[config.mk]
export PLATFORM = sky130hd
export DESIGN_NAME = bank_out_port
export DESIGN_NICKNAME = d
export VERILOG_FILES = /design/src/rtl/bop_pkg.sv /design/src/rtl/bop_addr_decode.sv /design/src/rtl/bop_bank_decode.sv /design/src/rtl/bop_latch_array.sv /design/src/rtl/bank_out_port.sv
export SDC_FILE = /design/constraint.sdc
export NUM_CORES = 1
export LEC_CHECK = 0
export BUFFER_PORTS_ARGS = -buffer_cell sky130_fd_sc_hd__buf_2
export CAP_MARGIN = 20
export CORE_MARGIN = 8
export CORE_UTILIZATION = 55
export CTS_BUF_LIST = sky130_fd_sc_hd__clkbuf_4
export DETAILED_ROUTE_END_ITERATION = 8
export PLACE_DENSITY = 0.85
export SETUP_SLACK_MARGIN = 0.02
export SLEW_MARGIN = 20
export SYNTH_ARGS = -nofsm -noshare
export SYNTH_HDL_FRONTEND = slang
export SYNTH_SLANG_ARGS = --single-unit
[constraint.sdc]
create_clock -name clk -period 5.2 [get_ports clk]
set_clock_uncertainty 0.15 [all_clocks]
set_input_delay 1.04 -clock clk [delete_from_list [all_inputs] [get_ports clk]]
set_output_delay 1.04 -clock clk [all_outputs]
set_load 0.1 [all_outputs]
[src/rtl/bop_pkg.sv]
package bop_pkg;
  localparam int ADDR_W = 5;
  localparam int BYTE_W = 8;
  localparam logic [ADDR_W-1:0] DEF_SEL_ADDR = 5'd31;
  localparam logic [ADDR_W-1:0] DEF_WIN_ADDR = 5'd30;
  typedef logic [BYTE_W-1:0] byte_t;
endpackage

[src/rtl/bop_addr_decode.sv]
module bop_addr_decode
  import bop_pkg::*;
#(
  parameter logic [ADDR_W-1:0] SEL_ADDR = DEF_SEL_ADDR,
  parameter logic [ADDR_W-1:0] WIN_ADDR = DEF_WIN_ADDR
) (
  input  logic              clk,
  input  logic              rst_n,
  input  logic [ADDR_W-1:0] addr,
  output logic              sel_hit,
  output logic              win_hit
);
  assign sel_hit = (addr == SEL_ADDR);
  assign win_hit = (addr == WIN_ADDR);

  // the two claimed addresses never decode together
  a_r8_exclusive_hit: assert property (@(posedge clk) disable iff (!rst_n)
    !(sel_hit && win_hit));
endmodule

[src/rtl/bop_bank_decode.sv]
module bop_bank_decode
  import bop_pkg::*;
#(
  parameter int NUM_BANKS = 16
) (
  input  logic                 clk,
  input  logic                 rst_n,
  input  byte_t                sel,
  output logic [NUM_BANKS-1:0] bank_match,
  output logic                 sel_valid
);
  localparam int CMP_W = BYTE_W + 1;

  assign sel_valid = ({1'b0, sel} < CMP_W'(NUM_BANKS));

  for (genvar i = 0; i < NUM_BANKS; i++) begin : g_match
    assign bank_match[i] = (sel == BYTE_W'(i));
  end

  // an out-of-range selector names no bank
  a_r6_invalid_no_match: assert property (@(posedge clk) disable iff (!rst_n)
    !sel_valid |-> (bank_match == '0));
  // at most one bank is named
  a_r3_single_bank: assert property (@(posedge clk) disable iff (!rst_n)
    $onehot0(bank_match));
endmodule

[src/rtl/bop_latch_array.sv]
module bop_latch_array
  import bop_pkg::*;
#(
  parameter int NUM_BANKS = 16
) (
  input  logic                        clk,
  input  logic                        rst_n,
  input  logic [NUM_BANKS-1:0]        bank_we,
  input  logic [NUM_BANKS-1:0]        bank_match,
  input  byte_t                       wr_data,
  output byte_t                       rd_byte,
  output logic [NUM_BANKS*BYTE_W-1:0] lines
);
  byte_t lat_q [NUM_BANKS];

  for (genvar i = 0; i < NUM_BANKS; i++) begin : g_lat
    always_ff @(posedge clk or negedge rst_n) begin
      if (!rst_n)          lat_q[i] <= '0;
      else if (bank_we[i]) lat_q[i] <= wr_data;
    end
    assign lines[i*BYTE_W +: BYTE_W] = lat_q[i];

    // a latch moves only under its own enable
    a_r3_hold_unselected: assert property (@(posedge clk) disable iff (!rst_n)
      !bank_we[i] |=> $stable(lat_q[i]));
    // an enabled latch takes the bus data at that edge
    a_r3_load_selected: assert property (@(posedge clk) disable iff (!rst_n)
      bank_we[i] |=> (lat_q[i] == $past(wr_data)));
  end

  always_comb begin
    rd_byte = '0;
    for (int i = 0; i < NUM_BANKS; i++)
      if (bank_match[i]) rd_byte = rd_byte | lat_q[i];
  end

  // lines are clear on the first edge out of reset
  a_r1_lines_clear: assert property (@(posedge clk) disable iff (!rst_n)
    $rose(rst_n) |-> (lines == '0));
endmodule

[src/rtl/bank_out_port.sv]
module bank_out_port
  import bop_pkg::*;
#(
  parameter int NUM_BANKS = 16,
  parameter logic [ADDR_W-1:0] SEL_ADDR = DEF_SEL_ADDR,
  parameter logic [ADDR_W-1:0] WIN_ADDR = DEF_WIN_ADDR
) (
  input  logic                        clk,
  input  logic                        rst_n,
  input  logic [ADDR_W-1:0]           bus_addr,
  input  logic                        bus_wr_en,
  input  logic [BYTE_W-1:0]           bus_wr_data,
  output logic [BYTE_W-1:0]           bus_rd_data,
  output logic                        bus_rd_hit,
  output logic [NUM_BANKS*BYTE_W-1:0] dev_lines
);
  logic                 sel_hit, win_hit, sel_valid;
  logic [NUM_BANKS-1:0] bank_match, bank_we;
  byte_t                sel_q, win_byte;

  bop_addr_decode #(.SEL_ADDR(SEL_ADDR), .WIN_ADDR(WIN_ADDR)) u_adec (
    .clk(clk), .rst_n(rst_n), .addr(bus_addr),
    .sel_hit(sel_hit), .win_hit(win_hit)
  );

  // Shared selector: never banked
  always_ff @(posedge clk or negedge rst_n) begin
    if (!rst_n)                    sel_q <= '0;
    else if (bus_wr_en && sel_hit) sel_q <= bus_wr_data;
  end

  bop_bank_decode #(.NUM_BANKS(NUM_BANKS)) u_bdec (
    .clk(clk), .rst_n(rst_n), .sel(sel_q),
    .bank_match(bank_match), .sel_valid(sel_valid)
  );

  assign bank_we = (bus_wr_en && win_hit && sel_valid) ? bank_match : '0;

  bop_latch_array #(.NUM_BANKS(NUM_BANKS)) u_lat (
    .clk(clk), .rst_n(rst_n), .bank_we(bank_we), .bank_match(bank_match),
    .wr_data(bus_wr_data), .rd_byte(win_byte), .lines(dev_lines)
  );

  always_comb begin
    bus_rd_hit  = sel_hit | win_hit;
    bus_rd_data = '0;
    if (sel_hit)                    bus_rd_data = sel_q;
    else if (win_hit && sel_valid)  bus_rd_data = win_byte;
  end

  // a selector write is visible on the next cycle
  a_r2_sel_store: assert property (@(posedge clk) disable iff (!rst_n)
    (bus_wr_en && sel_hit) |=> (sel_q == $past(bus_wr_data)));
  // a selector write leaves every line alone
  a_r5_switch_keeps_lines: assert property (@(posedge clk) disable iff (!rst_n)
    (bus_wr_en && sel_hit) |=> $stable(dev_lines));
  // a window write with an invalid selector is dropped
  a_r6_dead_window_write: assert property (@(posedge clk) disable iff (!rst_n)
    (bus_wr_en && win_hit && !sel_valid) |=> $stable(dev_lines));
  // unclaimed addresses touch nothing
  a_r8_foreign_write: assert property (@(posedge clk) disable iff (!rst_n)
    (bus_wr_en && !bus_rd_hit) |=> ($stable(dev_lines) && $stable(sel_q)));
  a_r8_foreign_read: assert property (@(posedge clk) disable iff (!rst_n)
    !bus_rd_hit |-> (bus_rd_data == '0));
  // selector clear on leaving reset
  a_r1_sel_clear: assert property (@(posedge clk) disable iff (!rst_n)
    $rose(rst_n) |-> (sel_q == '0));
endmodule

### Yosys cells after proc, flatten, opt, wreduce, memory -nomap -nowiden

Index checks and enable logic that the tools add are counted.

| cells by class | value |
|---|---|
| eq/ne operators | 17 |
| $lt $le $gt $ge | 1 |
| reduce and logical (&&, ||, !) cells | 5 |
| multiplexer cells | 19 |
| bitwise logic cells | 16 |

Operators with widths:

| operator | count |
|---|---|
| 8-bit two-way mux | 18 |
| 8-bit bitwise OR | 15 |
| 8-bit by 4-bit == test with 1-bit output, second input constant | 8 |
| 8-bit by 3-bit == test with 1-bit output, second input constant | 4 |
| 8-bit by 2-bit == test with 1-bit output, second input constant | 2 |
| 16-bit two-way mux | 1 |
| 5-bit == test, second input constant | 2 |
| 8-bit by 1-bit == test with 1-bit output, second input constant | 1 |
| 8-bit logical NOT | 1 |
| 8-bit by 5-bit less-than comparator with 1-bit output, second input constant | 1 |
| 1-bit logical AND | 4 |
| 1-bit bitwise OR | 1 |

| storage, ports and cells | value |
|---|---|
| word-level logic and storage cells | 75 |
| bits of input ports | 16 |
| flip-flop bits (word level) | 136 |

### Logic depth before layout (Yosys ltp)

Gate-level depths: netlist (run 1).

| depth | value |
|---|---|
| depth in word-level cells | 34 |
| gate-level depth with buffers | 8 |
| mapped depth without buffers | 6 |

### Modules after synthesis

From an unflattened synthesis (run 1), not the netlist that was laid out.

| unflattened totals | value |
|---|---|
| cell total of the unflattened synthesis | 464 |
| area, all modules | 6318.6 sq um |

Modules (own cells, without submodules):

| module | instances | area each (sq um) | seq. area each (sq um) | cells an instance |
|---|---|---|---|---|
| bop_latch_array | 1 | 5516.5 | 3203.1 | 368 |
| bank_out_port | 1 | 616.8 | 200.2 | 65 |
| bop_bank_decode | 1 | 167.7 | 0.0 | 27 |
| bop_addr_decode | 1 | 17.5 | 0.0 | 4 |

### Worst setup path after synthesis (run 1)

OpenSTA, ideal clock, no wires.

| path | value |
|---|---|
| path kind | input port to output port |
| from | input port bus_addr[4] |
| to | output port bus_rd_data[5] |
| buffers on the path | 0 |
| arrival time | 4425 ps |
| data required time | 4010 ps |
| cell stages on the path | 4 |
| setup slack | -415 ps |
| path through | nand4_1 -> inv_1 -> o21ai_0 -> a221oi_1 |

| on the way | value |
|---|---|
| word-level cells in the longest chain between the ends | 4 |

RTL lines:

| element | RTL line | source |
|---|---|---|
| start: declaration | bank_out_port.sv:10 | `input logic [ADDR_W-1:0] bus_addr,` |
| 5-bit == test | bop_addr_decode.sv:14 | `assign win_hit = (addr == WIN_ADDR);` |
| 1-bit logical AND | bank_out_port.sv:48 | `else if (win_hit && sel_valid) bus_rd_data = win_byte;` |
| 8-bit two-way mux | bank_out_port.sv:48 |  |
| 8-bit two-way mux * | bank_out_port.sv:47 | `if (sel_hit) bus_rd_data = sel_q;` |
| end: declaration | bank_out_port.sv:13 | `output logic [BYTE_W-1:0] bus_rd_data,` |

Mark *: on every way between the ends. The rest lies on a longest branch, timed or not.

### Worst setup path after layout (run 1)

| path | value |
|---|---|
| from | register sel_q[0] |
| to | output port bus_rd_data[5] |

| on the way | value |
|---|---|
| word-level cells in the longest chain between the ends | 34 |

RTL lines:

| element | RTL line | source |
|---|---|---|
| start: declaration | bank_out_port.sv:19 | `byte_t sel_q, win_byte;` |
| start signal: assignment | bank_out_port.sv:29 | `else if (bus_wr_en && sel_hit) sel_q <= bus_wr_data;` |
| 8-bit logical NOT | bop_bank_decode.sv:17 | `assign bank_match[i] = (sel == BYTE_W'(i));` |
| 8-bit two-way mux | bop_latch_array.sv:34 | `if (bank_match[i]) rd_byte = rd_byte \| lat_q[i];` |
| 8-bit bitwise OR | bop_latch_array.sv:34 |  |
| 8-bit two-way mux | bop_latch_array.sv:34 |  |
| 8-bit bitwise OR | bop_latch_array.sv:34 |  |
| 8-bit two-way mux | bop_latch_array.sv:34 |  |
| 8-bit bitwise OR | bop_latch_array.sv:34 |  |
| 8-bit two-way mux | bop_latch_array.sv:34 |  |
| (+18 left out) | - |  |
| 8-bit bitwise OR | bop_latch_array.sv:34 |  |
| 8-bit two-way mux | bop_latch_array.sv:34 |  |
| 8-bit bitwise OR | bop_latch_array.sv:34 |  |
| 8-bit two-way mux | bop_latch_array.sv:34 |  |
| 8-bit bitwise OR | bop_latch_array.sv:34 |  |
| 8-bit two-way mux | bop_latch_array.sv:34 |  |
| 8-bit two-way mux * | bank_out_port.sv:48 |  |
| 8-bit two-way mux * | bank_out_port.sv:47 |  |

Marked as above.

==> results of run 1 <==
sequential cells by signal, indices dropped and copies added (netlist names):
register / cells
u_lat.lines: 128
sel_q: 8
placed cells by master, fill, tap and decap left out, types with 14 or more instances in the layout:
| cell | synthesis | layout |
|---|---|---|
| mux2i_1 | 15 | 15 |
| nand3_1 | 20 | 20 |
| buf_4 | 0 | 16 |
| clkbuf_4 | 0 | 21 |
| buf_2 | 4 | 151 |
| o21ai_0 | 14 | 14 |
| nand2_1 | 28 | 28 |
| dfrtp_1 | 136 | 136 |
| mux2_2 | 147 | 147 |
cells by family (layout without fill, tap and decap cells):
group	Yosys count	after routing	synth area share, %
compound gates	78	78	8.61
buf+inv	40	206	2.36
flops	136	136	51.7
mux	166	166	28.6
simple gates	97	97	8.67
routing by layer:
metal | global-route usage [%] | up-vias | part of all wire, %
li1 | - | 2255 | -
met1 | 33.9 | 2698 | 42
met2 | 43.3 | 282 | 47
met3 | 8.97 | 49 | 8.5
met4 | 11.2 | 0 | 3.0
met5 | 0 | - | 0
final cells by class:
cell class                      count  share of cell area (%)
Sequential cell                   136                    43.6
Tap cell                          147                    2.36
Clock inverter                     11                    1.67
Clock buffer                       21                    2.02
Multi-Input combinational cell    341                    38.8
Inverter                            7                   0.337
Timing Repair Buffer              167                    11.2
worst max path at each step:
stage	from	end	slack, ps	depth (start not counted)
4_1_cts	sel_q[0]	bus_rd_data[5]	530	7
6_report	sel_q[0]	bus_rd_data[5]	490	7
2_1_floorplan	bus_addr[4]	bus_rd_data[2]	-370	4
3_3_place_gp	bus_addr[4]	bus_rd_data[6]	920	7
3_5_place_dp	bus_addr[4]	bus_rd_data[6]	880	7
5_1_grt	sel_q[0]	bus_rd_data[5]	300	7
power by group through the flow:
stage               combinational, mW  clock (mW)  sequential, mW
floorplan                       0.267           0            1.41
global placement                0.667           0            1.19
detailed placement              0.672           0            1.19
CTS                             0.673       0.728            1.17
global route                    0.710       0.779            1.18
finish                          0.680       0.723            1.18
==> run summary, run 1 <==
Max-slew headroom = 49.6%
Global-route wire length before repair = 32.9 mm
Final min period = 4710 ps
Synthesized area = 6580 um2
Clock root buffer = clkbuf_4
First drt pass iteration count = 5
Grt ovf = 0
Ratio of total power to cell area = 331 nW/um2
Bufs on Longest Clock Path = 2
Port buffer count = 152
Multi-input gate area = 3030 um2
YS warnings = 0
Fin area = 7800 um2
Post-DP Area = 7520 um2
Share of power burned in registers = 45.6%
Psw = 968 uW
Most common cell in the synthesized netlist = mux2_2
Kind of critical path = reg -> out
Cts bufs inserted = 17
Drt first-iter violations = 552
PostCTS Resize Cnt = 0
Total clock sinks = 136
Layout area overhead = 18.6%
CTS clock-pin slew for the worst setup and hold paths = 120 ps
Crit-path max FO = 17
# Post-CTS Setup Buffers = 0
Primary FF master, synth = dfrtp_1
Design Power = 2.58 mW
Min-Delay Path Class = in -> async
Initial core utilization = 55.5%
Final wirelength = 21.4 mm
Post-synth EDFFs = 0
Max-Cap Viols = 0
Final ANT Viol Nets = 0
R2R cell count = 6
Synth async-reset ratio = 100%
Total GRT Usage = 27.4%
Worst-Margin Slew = 757 ps
Syn Inst Count = 517
Min setup slack post-route = 495 ps
CP peak stage delay = 850 ps
Inst Count DP = 798
RD Place Congestion = 0.980
Status = complete, no violations
Rows = 40
Worst ir drop on vdd = 193 uV
Vias in the first global route = 5541
Pint = 1.61 mW
Die ar. = 15700 um2
Clock power frac = 28.0%
Largest net degree at the start of global routing = 54
Top cells by count, synth = mux2_2 (147), dfrtp_1 (136), nand2_1 (28)
Die X = 125 um
Nets = 686
Synth Area per Inst = 12.7 um2
Die height = 125 um
Final clock period utilization by the worst path = 90.5%
# IOs = 153
Gate power share = 26.3%
WP data arrival = 3520 ps
Cts hold-fix bufs = 0
Crit path cell chain = buf_4 > nor2b_1 > a22o_1 > nand2_1 > a211o_1 > a221oi_2 > buf_2
Final TNS setup = 0 ps
Area leader, netlist = dfrtp_1
Synthesized Nets = 533
Worst-Skew Late Latency = 560 ps
Fraction of layout cells with a size suffix above 1 = 53.1%
Cell variety after synth = 53
Floorplan Core Area = 11900 um2
F_max = 213 MHz
RSZ-0062 raised after global routing = false
Worst reg2reg path startpoint = sel_q[0]
Leakage = 4.14 nW
Routed vias/inst = 6.37
DRC viols = 0
RR Endpoint = u_lat.lines[23]
CP Launch Type = flop
Slowest-stage cell, CP = dfrtp_1
Final setup fails = 0
HPWL Detailed = 15.6 mm
TritonCTS clock tree = done
Fillcell total = 915
Synth top area cells = dfrtp_1 (52%), mux2_2 (25%), mux2i_1 (2.3%)
CP Capture Type = output port
Crit-path leading delay family = flip-flops
CP Buf/Inv Count = 2
Inserted Diodes = 0
Fin cells = 830
Hold Vio Cnt, Final = 0
Seq/Total Area, Yosys = 51.7%
H-tree levels = 4
Required time of the worst setup path = 4010 ps
Core Util, Final = 65.8%
Initial antenna violation count = 0
Slew Limit Fails = 0
Hold WS = 311 ps
R2r setup slk = 2310 ps
FF+latch area = 3400 um2
DR vias = 5284
Dpl ws = 881 ps
Synthesized flop and latch total = 136
DR WL/cell = 25.8 um
Post-synth top area share = 51.7%
Switching share of total power = 37.5%
Note: power is estimated with default switching activity, not from simulation.
==> inputs of run 2 (changes only) <==
--- a/config.mk
+++ b/config.mk
@@ -5,13 +5,14 @@
 export SDC_FILE = /design/constraint.sdc
 export NUM_CORES = 1
 export LEC_CHECK = 0
+export ABC_AREA = 1
 export BUFFER_PORTS_ARGS = -buffer_cell sky130_fd_sc_hd__buf_2
 export CAP_MARGIN = 20
 export CORE_MARGIN = 8
 export CORE_UTILIZATION = 55
 export CTS_BUF_LIST = sky130_fd_sc_hd__clkbuf_4
 export DETAILED_ROUTE_END_ITERATION = 8
-export PLACE_DENSITY = 0.85
+export PLACE_DENSITY = 0.86
 export SETUP_SLACK_MARGIN = 0.02
 export SLEW_MARGIN = 20
 export SYNTH_ARGS = -nofsm -noshare
==> run 2 against run 1 <==
Fmax increased by 13%. Count of clock-buffer cells in the layout shrank 3. Combinational power shrank 17%. Clock power down 17%. Final area is 4.7% lower. Sequential share of layout area is 2.2 points higher. Power is 10% lower. Critical path depth grew 3. Register-to-register slack better by 90 ps. Cell count grew 31%. Hold slack better by 51 ps. Largest power group unchanged.
==> run summary, run 2 <==
Status = complete, no violations
H-tree levels = 4
Most common cell in the synthesized netlist = nand2_1
Slew Limit Fails = 0
Max reg flops = 128
CP Capture Type = output port
Port buffer count = 152
RSZ-0062 raised after global routing = false
Floorplan Core Area = 11400 um2
First drt pass iteration count = 6
Required time of the worst setup path = 4010 ps
Cts hold-fix bufs = 0
Die height = 124 um
Min setup slack post-route = 1030 ps
Cell variety after synth = 20
Total GRT Usage = 25.5%
# Post-CTS Setup Buffers = 0
Worst ir drop on vdd = 175 uV
Drt first-iter violations = 665
Global-route wire length before repair = 29.8 mm
Switching share of total power = 38.9%
Worst-Margin Slew = 931 ps
CTS clock-pin slew for the worst setup and hold paths = 110 ps
Seq/Total Area, Yosys = 53.2%
Worst-Skew Late Latency = 550 ps
Min-Delay Path Class = reg -> reg
Largest net degree at the start of global routing = 73
Final wirelength = 19.1 mm
Routed vias/inst = 5.47
Final min period = 4170 ps
Syn Inst Count = 792
Clock root buffer = clkbuf_4
Most frequent cells in the layout = nand2_1 (323), buf_2 (151), dfrtp_1 (136)
# IOs = 153
Initial antenna violation count = 1
Kind of critical path = reg -> out
YS warnings = 0
Fraction of layout cells with a size suffix above 1 = 22.9%
Gate power share = 24.3%
Synthesized flop and latch total = 136
TritonCTS clock tree = done
Ratio of total power to cell area = 311 nW/um2
Synth Area per Inst = 8.08 um2
Grt ovf = 0
Dpl ws = 1490 ps
Hold Vio Cnt, Final = 0
Top cells by count, synth = nand2_1 (323), dfrtp_1 (136), o21ai_0 (124)
Leakage = 4.19 nW
Max-Cap Viols = 0
Final setup fails = 0
Share of power burned in registers = 49.7%
Rows = 39
Initial core utilization = 56.3%
Post-synth top area share = 53.2%
Synth top area cells = dfrtp_1 (53%), nand2_1 (19%), o21ai_0 (9.7%)
Primary FF master, synth = dfrtp_1
Cts bufs inserted = 17
Final clock period utilization by the worst path = 80.3%
DR vias = 5960
Post-synth EDFFs = 0
DRC viols = 0
Final TNS setup = 0 ps
Bufs on Longest Clock Path = 2
Die X = 124 um
Vias in the first global route = 5441
Fin cells = 1089
Commonest non-fill, non-tap cell in the layout = nand2_1
Total clock sinks = 136
HPWL Detailed = 13.7 mm
Max-slew headroom = 38.0%
WP data arrival = 2980 ps
Crit-path max FO = 8
Final ANT Viol Nets = 0
Synth async-reset ratio = 100%
Area leader, netlist = dfrtp_1
PostCTS Resize Cnt = 0
Fin area = 7440 um2
Die ar. = 15300 um2
Pint = 1.41 mW
Layout area overhead = 16.1%
Synthesized area = 6400 um2
DR WL/cell = 17.6 um
CP Launch Type = flop
Inst Count DP = 1057
Synthesized Nets = 808
RD Place Congestion = 0.916
Clock power frac = 26.0%
F_max = 240 MHz
Nets = 950
Psw = 899 uW
Post-DP Area = 7190 um2
-- run 2: changes by cell type after synthesis, sizes merged, moves of 7 or more --
| cell | delta |
|---|---|
| a21oi | -7 |
| a221oi | -11 |
| a22oi | -9 |
| buf | +7 |
| clkbuf | -8 |
| inv | +15 |
| mux2 | -148 |
| mux2i | -15 |
| nand2 | +306 |
| nand3 | +35 |
| nor2 | +50 |
| nor2b | -7 |
| o21ai | +130 |
-- run 2: metal layers --
| metal | GRT usage [%] | up-vias | routed length, um |
|---|---|---|---|
| li1 | - | 2857 | - |
| met1 | 34.5 | 2758 | 7940 |
| met2 | 39.3 | 307 | 8940 |
| met3 | 6.35 | 38 | 1820 |
| met4 | 9.22 | 0 | 438 |
| met5 | 0 | - | 0 |
-- run 2: cell type report --
| cell class | count | area [um2] |
|---|---|---|
| Clock inverter | 12 | 87.6 |
| Tap cell | 143 | 179 |
| Antenna cell | 1 | 2.50 |
| Fill cell | 990 | 3930 |
| Timing Repair Buffer | 155 | 798 |
| Inverter | 21 | 78.8 |
| Sequential cell | 136 | 3400 |
| Multi-Input combinational cell | 603 | 2750 |
| Clock buffer | 18 | 135 |
-- run 2: kinds of logic after synthesis --
family | after synthesis | synth area share, %
flip-flops | 136 | 53.2
buffers and inverters | 53 | 3.99
AND/OR/NAND/NOR | 459 | 31.6
AO/OA/AOI/OAI | 144 | 11.3
-- run 2: power by group through the flow --
stage	registers, mW	logic [mW]	clock network (mW)
2_1_floorplan	1.40	0.191	0
3_3_place_gp	1.17	0.545	0
3_5_place_dp	1.17	0.549	0
4_1_cts	1.15	0.550	0.605
5_1_grt	1.16	0.594	0.653
6_report	1.15	0.562	0.602
-- run 2: stage by stage --
step	hold slack [ps]	util, %	total power, mW
6_report	363	65.4	2.31
5_1_grt	396	65.4	2.40
4_1_cts	365	65.2	2.30
3_5_place_dp	340	63.2	1.72
3_3_place_gp	334	63.2	1.71
2_1_floorplan	346	-	1.59
-- run 2: final timing paths --
check                              endpoint  depth (start not counted)            start  slack [ps]
min in group asynchronous   u_lat.lines[57]                          1            rst_n         470
hold / removal              u_lat.lines[10]                          2  u_lat.lines[10]         360
hold reg to reg             u_lat.lines[10]                          2  u_lat.lines[10]         360
max in group asynchronous   u_lat.lines[42]                          2            rst_n        3410
setup reg to reg           u_lat.lines[118]                          7         sel_q[7]        2400
setup / recovery             bus_rd_data[5]                         10         sel_q[1]        1030
-- run 2: worst max-delay path, cell delays in order, from the launching register on --
cell	delay, ps
dfrtp_1	510
nor2_1	550
nand2_1	130
nor2_2	310
nand2_1	80
nand2_1	110
nor2_1	80
nand2_1	80
o21ai_1	80
nand2_1	80
buf_2	420
==> inputs of run 3 (changes only) <==
==> constraint.sdc (replaced) <==
create_clock -name clk -period 3.9 [get_ports clk]
set_clock_uncertainty 0.15 [all_clocks]
set_input_delay 0.78 -clock clk [delete_from_list [all_inputs] [get_ports clk]]
set_output_delay 0.78 -clock clk [all_outputs]
set_load 0.1 [all_outputs]
==> run 3 against run 2 <==
Sequential cell count unchanged. Cell count increased by 0.28%. Count of clock-buffer cells in the layout unchanged. Sequential share of layout area decreased by 0.82 points. First-iteration DRC count increased by 0.90%. Clock power increased by 83%. Highest routed layer unchanged. Non-clock buffer count increased by 1. Worst setup slack got worse by 840 ps. Hold slack got worse by 290 ps. Die area unchanged. Combinational power increased by 31%.
==> run summary, run 3 (same netlist as run 2, synthesis figures left out) <==
Status = complete, no violations
Cts bufs inserted = 17
Final TNS setup = 0 ps
DR WL/cell = 18.1 um
HPWL Detailed = 14.0 mm
Worst-Margin Slew = 725 ps
TritonCTS clock tree = done
Final setup fails = 0
Vias in the first global route = 5762
# Post-CTS Setup Buffers = 0
H-tree levels = 4
WP data arrival = 2780 ps
CP peak stage delay = 480 ps
Die ar. = 15300 um2
FF+latch area = 3400 um2
Initial antenna violation count = 1
Max-Cap Viols = 0
Total clock sinks = 136
Port buffer count = 152
Ratio of total power to cell area = 447 nW/um2
Kind of critical path = reg -> out
Design Power = 3.38 mW
Slew Limit Fails = 0
Post-DP Area = 7220 um2
Grt ovf = 0
CP Capture Type = output port
Total GRT Usage = 26.5%
Most common cell on crit path = nand2_1
Die height = 124 um
Slowest-stage cell, CP = dfrtp_1
Global-route wire length before repair = 31.0 mm
Die X = 124 um
Most frequent cells in the layout = nand2_1 (323), buf_2 (150), dfrtp_1 (136)
Initial core utilization = 56.3%
Floorplan Core Area = 11400 um2
Fillcell total = 978
Required time of the worst setup path = 2970 ps
Bufs on Longest Clock Path = 2
F_max = 269 MHz
# IOs = 153
Max reg flops = 128
Worst-Skew Late Latency = 550 ps
Fin area = 7570 um2
Final ANT Viol Nets = 0
Final wirelength = 19.7 mm
Max-slew headroom = 51.6%
Clock root buffer = clkbuf_4
Multi-input gate area = 2760 um2
Layout area overhead = 18.3%
Nets = 951
RSZ-0062 raised after global routing = false
Crit-path max FO = 9
Leakage = 4.24 nW
Fraction of layout cells with a size suffix above 1 = 23.4%
Largest net degree at the start of global routing = 57
CP Launch Type = flop
Commonest non-fill, non-tap cell in the layout = nand2_1
Min-Delay Path Class = in -> async
Drt first-iter violations = 671
Rows = 39
Hold Vio Cnt, Final = 0
Final clock period utilization by the worst path = 95.2%
RD Place Congestion = 0.994
CTS clock-pin slew for the worst setup and hold paths = 120 ps
DR vias = 6127
Routed vias/inst = 5.61
DRC viols = 0
Crit path cell chain = inv_1 > nand2_1 > nor2_2 > nand3_1 > nand2_1 > nor2_1 > nand2_1 > o21ai_1 > nand2_1 > buf_2
Final min period = 3710 ps
First drt pass iteration count = 6
Worst ir drop on vdd = 307 uV
[run 3: changes by cell type in the layout (fill, tap and decap cells not counted), sizes merged]
cell / before / now
clkbuf: 18 / 19
clkinv: 8 / 6
bufinv: 1 / 5
[run 3: where the power goes]
| group | total [mW] | switching, mW | internal [mW] | leakage, nW |
|---|---|---|---|---|
| logic | 0.737 | 0.626 | 0.111 | 2.19 |
| registers | 1.55 | 0.0785 | 1.47 | 1.88 |
| clock network | 1.10 | 0.527 | 0.573 | 0.168 |
[run 3: stage by stage]
step	setup slack, ps	hold WS [ps]	cells	util, %
5_1_grt	12.1	65.4	1092	66.6
3_3_place_gp	759	337	1059	63.5
4_1_cts	132	64.4	1091	66.5
2_1_floorplan	839	334	792	-
6_report	186	68.4	1092	66.6
3_5_place_dp	749	348	1059	63.5
[run 3: repair_timing]
item | CTS | global route
setup endpoints to repair | 0 | 8
hold buffers | 0 | 0
hold endpoints to repair | 0 | 0
gates resized for setup | 0 | 4
[run 3: area by class of cell]
class / count / area share, %
Multi-Input combinational cell: 603 / 36.4
Clock buffer: 18 / 1.78
Inverter: 21 / 1.04
Antenna cell: 1 / 0.0331
Timing Repair Buffer: 156 / 10.7
Clock inverter: 14 / 2.71
Sequential cell: 136 / 45.0
Tap cell: 143 / 2.36
[run 3: worst max-delay path: cells and delay by family (launching register included)]
kind	cells	cell delay (ps)
buffers and inverters	2	610
AO/OA/AOI/OAI	1	80
flip-flops	1	480
AND/OR/NAND/NOR	7	1060
[run 3: path summary, 6_finish.rpt]
path / start / endpoint / slack [ps] / cells after the start
setup reg to reg: sel_q[7] / u_lat.lines[15] / 1630 / 8
hold / removal: rst_n / u_lat.lines[69] / 70 / 1
max in group asynchronous: rst_n / u_lat.lines[19] / 2570 / 2
setup / recovery: sel_q[0] / bus_rd_data[1] / 190 / 10
min in group clk: u_lat.lines[108] / u_lat.lines[108] / 370 / 2
hold reg to reg: u_lat.lines[108] / u_lat.lines[108] / 370 / 2
[run 3: layer usage]
metal / up-vias / share of wire [%] / GRT usage (%)
met5: - / 0 / 0
met4: 0 / 3.4 / 11.3
met3: 52 / 9.5 / 6.35
met2: 329 / 47 / 41.6
met1: 2884 / 40 / 34.6
li1: 2862 / - / -
